File: src/rtl/sram_pf_pkg.sv
package sram_pf_pkg;

    // Host-visible access mode; the encoding is part of the block's contract.
    typedef enum logic [1:0] {
        MODE_DESEL  = 2'b00,
        MODE_READ   = 2'b01,
        MODE_WRITE  = 2'b10,
        MODE_LOCKED = 2'b11
    } bus_mode_e;

    // Progress of one host write window.
    typedef enum logic [1:0] {
        WIN_IDLE  = 2'b00,
        WIN_OPEN  = 2'b01,
        WIN_ABORT = 2'b10
    } win_state_e;

endpackage

File: src/rtl/sram_pf_lock.sv
// Recovery lockout: reset or any supply-fail sample clears the counter;
// access is allowed after RECOV_CYCLES consecutive quiet samples.
module sram_pf_lock #(
    parameter int unsigned RECOV_CYCLES = 16
) (
    input  logic clk_i,
    input  logic rst_ni,
    input  logic pwr_fail_i,
    output logic ready_o
);
    localparam int unsigned CNT_W = (RECOV_CYCLES > 1) ? $clog2(RECOV_CYCLES) : 1;
    localparam logic [CNT_W-1:0] LAST = CNT_W'(RECOV_CYCLES - 1);

    typedef struct packed {
        logic [CNT_W-1:0] cnt;
        logic             ready;
    } lock_t;

    lock_t lock_d, lock_q;

    always_comb begin
        lock_d = lock_q;
        if (pwr_fail_i) begin
            lock_d.cnt   = '0;
            lock_d.ready = 1'b0;
        end else if (!lock_q.ready) begin
            if (lock_q.cnt == LAST) begin
                lock_d.ready = 1'b1;
            end else begin
                lock_d.cnt = lock_q.cnt + CNT_W'(1);
            end
        end
    end

    always_ff @(posedge clk_i or negedge rst_ni) begin
        if (!rst_ni) begin
            lock_q <= '0;
        end else begin
            lock_q <= lock_d;
        end
    end

    assign ready_o = lock_q.ready;

endmodule

File: src/rtl/sram_wr_qual.sv
// Write-window qualifier: tracks one host write window and emits a single
// registered strobe when a window that was allowed from start to end closes.
module sram_wr_qual
    import sram_pf_pkg::*;
#(
    parameter int unsigned ADDR_W = 15,
    parameter int unsigned DATA_W = 8
) (
    input  logic              clk_i,
    input  logic              rst_ni,
    input  logic              sel_i,
    input  logic              wr_i,
    input  logic [ADDR_W-1:0] addr_i,
    input  logic [DATA_W-1:0] data_i,
    input  logic              pwr_fail_i,
    input  logic              ready_i,
    output logic              strobe_next_o,
    output logic              strobe_o,
    output logic [ADDR_W-1:0] waddr_o,
    output logic [DATA_W-1:0] wdata_o
);
    typedef struct packed {
        win_state_e        st;
        logic [ADDR_W-1:0] addr;
        logic [DATA_W-1:0] data;
        logic              strobe;
    } win_t;

    win_t win_d, win_q;
    logic active;
    logic blocked;

    assign active  = sel_i && wr_i;
    assign blocked = pwr_fail_i || !ready_i;

    always_comb begin
        win_d        = win_q;
        win_d.strobe = 1'b0;
        unique case (win_q.st)
            WIN_IDLE: begin
                if (active) begin
                    if (blocked) begin
                        win_d.st = WIN_ABORT;
                    end else begin
                        win_d.st   = WIN_OPEN;
                        win_d.addr = addr_i;
                        win_d.data = data_i;
                    end
                end
            end
            WIN_OPEN: begin
                if (blocked) begin
                    win_d.st = WIN_ABORT;
                end else if (active) begin
                    win_d.data = data_i;
                end else begin
                    win_d.st     = WIN_IDLE;
                    win_d.strobe = 1'b1;
                end
            end
            WIN_ABORT: begin
                if (!active) begin
                    win_d.st = WIN_IDLE;
                end
            end
            default: begin
                win_d.st = WIN_IDLE;
            end
        endcase
    end

    always_ff @(posedge clk_i or negedge rst_ni) begin
        if (!rst_ni) begin
            win_q <= '{st: WIN_IDLE, addr: '0, data: '0, strobe: 1'b0};
        end else begin
            win_q <= win_d;
        end
    end

    assign strobe_next_o = win_d.strobe;
    assign strobe_o      = win_q.strobe;
    assign waddr_o       = win_q.addr;
    assign wdata_o       = win_q.data;

endmodule

File: src/rtl/sram_mode_dec.sv
// Mode decoder: classifies each strobe sample and registers the bus-drive
// and read-enable controls that follow from it.
module sram_mode_dec
    import sram_pf_pkg::*;
#(
    parameter int unsigned ADDR_W = 15
) (
    input  logic              clk_i,
    input  logic              rst_ni,
    input  logic              ce_n_i,
    input  logic              oe_n_i,
    input  logic              we_n_i,
    input  logic [ADDR_W-1:0] addr_i,
    input  logic              pwr_fail_i,
    input  logic              ready_i,
    input  logic              wr_strobe_next_i,
    output bus_mode_e         mode_o,
    output logic              drive_o,
    output logic              rd_o,
    output logic [ADDR_W-1:0] raddr_o
);
    typedef struct packed {
        bus_mode_e         mode;
        logic              drive;
        logic              rd;
        logic [ADDR_W-1:0] raddr;
    } dec_t;

    dec_t dec_d, dec_q;

    always_comb begin
        dec_d = dec_q;
        if (pwr_fail_i || !ready_i) begin
            dec_d.mode = MODE_LOCKED;
        end else if (ce_n_i) begin
            dec_d.mode = MODE_DESEL;
        end else if (!we_n_i) begin
            dec_d.mode = MODE_WRITE;
        end else begin
            dec_d.mode = MODE_READ;
        end
        dec_d.drive = (dec_d.mode == MODE_READ) && !oe_n_i;
        dec_d.rd    = (dec_d.mode == MODE_READ) && !wr_strobe_next_i;
        dec_d.raddr = addr_i;
    end

    always_ff @(posedge clk_i or negedge rst_ni) begin
        if (!rst_ni) begin
            dec_q <= '{mode: MODE_LOCKED, drive: 1'b0, rd: 1'b0, raddr: '0};
        end else begin
            dec_q <= dec_d;
        end
    end

    assign mode_o  = dec_q.mode;
    assign drive_o = dec_q.drive;
    assign rd_o    = dec_q.rd;
    assign raddr_o = dec_q.raddr;

endmodule

File: src/rtl/sram_pf_front.sv
// Top: power-fail-gated front end for a byte-wide static memory.
module sram_pf_front
    import sram_pf_pkg::*;
#(
    parameter int unsigned ADDR_W       = 15,
    parameter int unsigned DATA_W       = 8,
    parameter int unsigned RECOV_CYCLES = 16
) (
    input  logic              clk_i,
    input  logic              rst_ni,
    input  logic              pwr_fail_i,
    input  logic              ce_n_i,
    input  logic              oe_n_i,
    input  logic              we_n_i,
    input  logic [ADDR_W-1:0] addr_i,
    input  logic [DATA_W-1:0] wdata_i,
    output logic              bus_oe_o,
    output logic              mem_rd_o,
    output logic              mem_we_o,
    output logic [ADDR_W-1:0] mem_addr_o,
    output logic [DATA_W-1:0] mem_wdata_o,
    output logic [1:0]        mode_o,
    output logic              host_ready_o
);
    logic              ready;
    logic              strobe_next;
    logic              strobe;
    logic [ADDR_W-1:0] waddr;
    logic [ADDR_W-1:0] raddr;
    logic [DATA_W-1:0] wdata;
    bus_mode_e         mode;

    sram_pf_lock #(
        .RECOV_CYCLES(RECOV_CYCLES)
    ) i_lock (
        .clk_i      (clk_i),
        .rst_ni     (rst_ni),
        .pwr_fail_i (pwr_fail_i),
        .ready_o    (ready)
    );

    sram_wr_qual #(
        .ADDR_W(ADDR_W),
        .DATA_W(DATA_W)
    ) i_wr (
        .clk_i         (clk_i),
        .rst_ni        (rst_ni),
        .sel_i         (!ce_n_i),
        .wr_i          (!we_n_i),
        .addr_i        (addr_i),
        .data_i        (wdata_i),
        .pwr_fail_i    (pwr_fail_i),
        .ready_i       (ready),
        .strobe_next_o (strobe_next),
        .strobe_o      (strobe),
        .waddr_o       (waddr),
        .wdata_o       (wdata)
    );

    sram_mode_dec #(
        .ADDR_W(ADDR_W)
    ) i_dec (
        .clk_i            (clk_i),
        .rst_ni           (rst_ni),
        .ce_n_i           (ce_n_i),
        .oe_n_i           (oe_n_i),
        .we_n_i           (we_n_i),
        .addr_i           (addr_i),
        .pwr_fail_i       (pwr_fail_i),
        .ready_i          (ready),
        .wr_strobe_next_i (strobe_next),
        .mode_o           (mode),
        .drive_o          (bus_oe_o),
        .rd_o             (mem_rd_o),
        .raddr_o          (raddr)
    );

    assign mem_we_o     = strobe;
    assign mem_addr_o   = strobe ? waddr : raddr;
    assign mem_wdata_o  = wdata;
    assign mode_o       = mode;
    assign host_ready_o = ready;

endmodule

File: config.mk
export PLATFORM = sky130hd
export DESIGN_NAME = sram_pf_front
export DESIGN_NICKNAME = d
export VERILOG_FILES = /design/src/rtl/sram_pf_pkg.sv /design/src/rtl/sram_pf_lock.sv /design/src/rtl/sram_wr_qual.sv /design/src/rtl/sram_mode_dec.sv /design/src/rtl/sram_pf_front.sv
export SDC_FILE = /design/constraint.sdc
export NUM_CORES = 1
export LEC_CHECK = 0
export BUFFER_PORTS_ARGS = -buffer_cell sky130_fd_sc_hd__buf_4
export CAP_MARGIN = 40
export CORE_MARGIN = 1
export CORE_UTILIZATION = 35
export CTS_BUF_LIST = sky130_fd_sc_hd__clkbuf_16
export DETAILED_ROUTE_END_ITERATION = 12
export GPL_TIMING_DRIVEN = 0
export HOLD_SLACK_MARGIN = 0.02
export PLACE_DENSITY_LB_ADDON = 0.25
export SLEW_MARGIN = 20
export SYNTH_ARGS = -nofsm -noshare
export SYNTH_HDL_FRONTEND = slang
export SYNTH_SLANG_ARGS = --single-unit
File: constraint.sdc
create_clock -name clk_i -period 5.1 [get_ports clk_i]
set_clock_uncertainty 0.1 [all_clocks]
set_input_delay 1.02 -clock clk_i [delete_from_list [all_inputs] [get_ports clk_i]]
set_output_delay 1.02 -clock clk_i [all_outputs]
set_load 0.01 [all_outputs]
* After elaboration in Yosys (flattened, before gate mapping)
Index checks and enable logic that the tools add are counted.
** Storage, ports and cells
- Word-level logic and storage cells :: 55
- Flip-flop bits (word level) :: 50
** Operators by class
- Bitwise logic cells :: 1
- Reduce and logical (&&, ||, !) cells :: 14
- Mux-type cells :: 19
- Add/sub/neg operators :: 1
- Equality and inequality tests :: 10
** Operators with widths (number)
- 2-to-1 mux 25 bit :: 1
- 2-to-1 mux 23 bit :: 1
- one-hot mux 8 bit (2 select lines) :: 1
- 2-to-1 mux 15 bit :: 1
- 2-to-1 mux 2 bit :: 6
- 2-to-1 mux 5 bit :: 2
- 2-to-1 mux 9 bit :: 1
- 2-to-1 mux 8 bit :: 1
- inequality test 2 bit (second input constant) :: 4
- one-hot mux 2 bit (3 select lines) :: 1
- zero test 1 bit :: 5
- AND reduction 5 bit :: 1
- adder 4 x 1 -> 4 bit (second input constant) :: 1
- == test 2 x 1 -> 1 bit (second input constant) :: 2
- == test 4 bit (second input constant) :: 1
- 2-to-1 mux 4 bit :: 1
- inequality test 2 x 1 -> 1 bit (second input constant) :: 2
- logical AND 1 bit :: 3
- 2-to-1 mux 1 bit :: 3
- AND reduction 3 bit :: 1
- == test 2 bit (second input constant) :: 1
- zero test 2 bit :: 1
- AND reduction 2 bit :: 1
- nonzero test 2 bit :: 1
- other kinds (2) :: 2

* Longest topological paths before layout
- Depth after elaboration :: 7
- Gate-level depth with buffers :: 5

* Cells and area by module
Synthesis repeated with hierarchy kept, for this count alone.
** Unflattened totals
- Cells, all modules :: 146
- Area, all modules :: 2162.1 um^2
** By module, submodules not included
- sram_wr_qual :: times used 1, area each 1163.6 um^2, cells an instance 81
- sram_mode_dec :: times used 1, area each 518.0 um^2, cells an instance 26
- sram_pf_front :: times used 1, area each 245.2 um^2, cells an instance 19
- sram_pf_lock :: times used 1, area each 235.2 um^2, cells an instance 20

* Worst setup path after synthesis
OpenSTA, ideal clock, no wires.
- Path type :: register to output
- Start point :: register i_wr.win_q, in the netlist i_wr.strobe_o
- End point :: output port mem_addr_o[10]
- Arrival :: 1365 ps
- Stages on the path, launching flop included :: 4
- Setup slack :: 2615 ps
- Path buffers :: 2
- Data required time :: 3980 ps
- Path through :: dfrtp_1 -> clkbuf_1 -> clkbuf_1 -> mux2_2
** Between the ends
- Cells in the longest elaborated chain, start to end :: 1
** Ends and longest elaborated chain
- from (decl) :: line sram_wr_qual.sv:29 : win_t win_d, win_q;
- from (signal assigned) :: line sram_wr_qual.sv:74 : win_q <= '{st: WIN_IDLE, addr: '0, data: '0, strobe: 1'b0};
- from (signal assigned) :: line sram_wr_qual.sv:76 : win_q <= win_d;
- 2-to-1 mux 15 bit :: line sram_pf_front.sv:79 : assign mem_addr_o = strobe ? waddr : raddr;
- to (decl) :: line sram_pf_front.sv:20 : output logic [ADDR_W-1:0] mem_addr_o,
Every way passes these cells.

* Worst setup path after layout
- Start point :: register i_wr.win_q, in the netlist i_wr.strobe_o
- End point :: output port mem_addr_o[13]
Same word-level chain as after synthesis.

==> metrics.md <==
| Metric | Value |
|---|---|
| Clock latency on the worst-skew pair | 0.28 ns |
| Finished Layout Cells | approximately 270 |
| Total wire length | approximately 3600 µm |
| Count of final max-slew check failures | 0 |
| Part of the power in registers | 53.2% |
| Synth warnings | 0 |
| Clock Pin Slew Worst Setup and Hold Paths | approximately 0.060 ns |
| Post-synthesis sequential area ratio | 62.0% |
| Synth unique cells | 27 |
| Max-capacitance violation count | 0 |
| Die Ht | between 70 and 80 µm |
| NumNets Final | approximately 220 |
| Antenna violation net count after detailed routing | 0 |
| Share of cells above drive strength 1 | between 60% and 70% |
| Sw power | roughly 160 µW |
| DRC viols | 0 |
| Pwr Total | 785 µW |
| Tot GR Track Use | between 10 and 15% |
| End of the worst register-to-register path | i_wr.waddr_o[12] |
| Gate Count Post-Synth | 130 |
| Clock power share | a little under two fifths |
| Io pins | between 50 and 60 |
| CP delay by family, top | buffers and inverters |
| CP Cell Sequence | clkbuf_1, clkbuf_1, mux2_2, buf_4 |
| Sw Ratio | 20.1% |
| Area of the die | between 0.006 and 0.007 mm² |
| First-pass GRT wire length | between 6000 and 7000 µm |
| DP Cell Count | between 200 and 300 |
| CTS Hold Bufs | 0 |
| Final Cycle Share | just over 60% |
| Logic pwr share | 8.4% |
| Syn_nets | 160 |
| Pwr Density | around 290 mW/mm² |
| Crit path max fanout | 10 |
| Worst Hold End | i_wr.win_q[25] |
| Async set-reset flop share out of synthesis | 100% |
| Antenna violations before repair | 0 |
| Main synth FF type | dfrtp_1 |
| Vias per inst | around 4.5 |
| Drt pass-1 iters | 4 |
| Internal power | around 630 µW |
| Post-synth EDFFs | 0 |
| FF-to-FF Start | i_lock.ready_o |
| Total negative slack | 0 ns |
| Total number of vias | 1200 |
| Die Wd | 78.0 µm |
| CTS tree | done |
| Hold Fails Final Rpt | 0 |
| WP data arrival | 1.98 ns |
| Post-CTS Setup Inserts | 0 |
| R2R cell count | 5 |
| # setup viols final | 0 |
| GP Congestion | around 0.7 |
| Most used cell along the critical path | clkbuf_1 |
| Fmax | between 300 and 400 MHz |
| Synth Register Bits | 50 |
| Fill cells | 495 |
| Syn Std Cell Area | approximately 0.0020 mm² |
| CP Class | flop to primary output |
| Root Driver | clkbuf_16 |
| Worst-margin pin slew | 0.616 ns |
| Worst path max stage delay | between 0.5 and 0.6 ns |
| Clk buf depth | 2 |
| PortBufs | 57 |
| Slowest cell on crit path | clkbuf_1 |
| Crit end category | primary output |
| CP required | about 4.0 ns |
| Vias in the first global route | approximately 1300 |
| CP bufs+invs | 3 |
| Routed WL per cell | 13.5 µm |
| Max rail drop VDD | around 0.17 mV |
| Antenna Cells | 0 |
| Status | complete, no violations |
| Hold path depth | 1 |
| CP startpoint kind | flop |
| Post-CTS sizing | 0 |
| H-tree depth | 2 |
| Area Overhead vs Synth | 32.4% |
| Rows | 27 |
| R2R Setup Slk | 3.22 ns |
| Final instance area | 0.00268 mm² |
| CORE AREA | between 0.005 and 0.006 mm² |
| CTS Sinks | 50 |
| Placed Area | roughly 0.0025 mm² |
| DR iter-0 viols | 28 |
| Largest net degree at the start of global routing | between 50 and 60 |
| Slew HR | between 50% and 60% |
| Period minus WS final | about 3.1 ns |
| Worst hold start | i_wr.win_q[24] |
| RSZ-0062 raised after global routing | false |
| HP Class | flop to flop |
| DP HPWL | about 2600 µm |
| Syn avg cell area | around 16 µm² |
| Lkg Pwr | around 0.0014 µW |
| Initial core utilization | a little over a third |
| GRT overflow | 0 |
| Cts bufs inserted | 5 |
[registers in the layout, summed over array words and instances (netlist names), 2 cells and up]
register,cells
i_dec.raddr_o,15
i_wr.waddr_o,15
i_wr.wdata_o,8
i_lock.lock_q,4
i_dec.mode_o,2
i_wr.win_q,2
[cell usage in the layout, fill, tap and decap left out]
cell type,n
nor4bb_1,1
mux2i_1,1
nor2_1,5
o22ai_1,1
nand4_1,1
nor3_1,3
nand3b_1,1
nand2b_1,1
inv_1,2
nor2b_1,2
buf_12,1
mux2_4,10
buf_6,1
nand2b_4,1
clkbuf_1,2
nand2_1,1
o21ai_0,1
clkinv_1,3
ha_1,1
a31oi_1,1
buf_4,65
and2b_2,2
mux2_2,29
clkbuf_16,5
a21oi_1,2
dfrtp_1,48
dfstp_2,2
xnor2_1,1
or4b_4,1
[Yosys cell counts, types with 2 or more instances]
cell type,n,area share [%]
nor2_1,5,0.93
and2b_2,2,0.87
clkbuf_1,2,0.37
nor3_1,3,0.74
mux2_4,10,7.4
nor2b_1,2,0.62
buf_4,8,3.0
dfstp_2,2,2.6
a21oi_1,2,0.50
inv_1,2,0.37
mux2_2,29,16
dfrtp_1,48,59
[area by class of cell]
type / count / area, µm² / area share, %
buffer: 12 / 98.8 / 3.70
clock buffer: 5 / 125 / 4.68
clock inverter: 3 / 11.3 / 0.421
inverter: 2 / 7.51 / 0.281
multi-input combinational: 66 / 661 / 24.7
sequential: 50 / 1250 / 46.9
tap: 72 / 90.1 / 3.37
timing repair buffer: 57 / 428 / 16.0
[worst register-to-register path: stages, from the launching register on]
cell and delay (ns):
dfrtp_1 0.49, nand2b_4 0.09, or4b_4 0.49, buf_6 0.15, buf_12 0.15, mux2_4 0.29
[cells by family after synthesis]
kind of cell / count (synthesis) / synth area share, %
xor+xnor: 1 / 0.434
mux: 40 / 24.1
buf+inv: 14 / 5.26
fa+ha+maj: 1 / 0.619
simple gates: 19 / 6.19
flops: 50 / 62.0
compound gates: 5 / 1.36
[worst max-delay path by stage]
stage	cells after the start	slack (ns)	endpoint	startpoint
after floorplan	3	2.61	mem_addr_o[10]	i_wr.strobe_o
after global placement	4	2.30	mem_addr_o[8]	i_wr.strobe_o
after CTS	4	1.93	mem_addr_o[13]	i_wr.strobe_o
after global routing	4	1.88	mem_addr_o[8]	i_wr.strobe_o
final	4	2.00	mem_addr_o[13]	i_wr.strobe_o
after detailed placement	4	2.25	mem_addr_o[13]	i_wr.strobe_o
[power by group through the flow]
stage | Sequential [µW] | Clock, µW | Combinational, µW
after floorplan | 423 | 0 | 26.1
after global placement | 424 | 0 | 64.7
after detailed placement | 425 | 0 | 67.5
after CTS | 418 | 311 | 67.8
after global routing | 419 | 329 | 73.3
final | 418 | 301 | 66.3
[layer usage]
| layer | vias up | GRT usage [%] | routed length, µm |
|---|---|---|---|
| li1 | 568 | - | - |
| met1 | 592 | 13.6 | 1470 |
| met2 | 37 | 24.4 | 1870 |
| met3 | 3 | 3.65 | 230 |
| met4 | 0 | 3.33 | 21 |
| met5 | - | 0 | 0 |
[per-stage QoR]
step                util (%)  setup slack, ns  hold WS (ns)
finish                  48.3             2.00         0.395
global route            48.3             1.88         0.418
CTS                     48.3             1.93         0.398
detailed placement      45.8             2.25         0.387
global placement        45.8             2.30         0.379
floorplan                  -             2.61         0.363
Note: power is estimated with default switching activity, not from simulation.
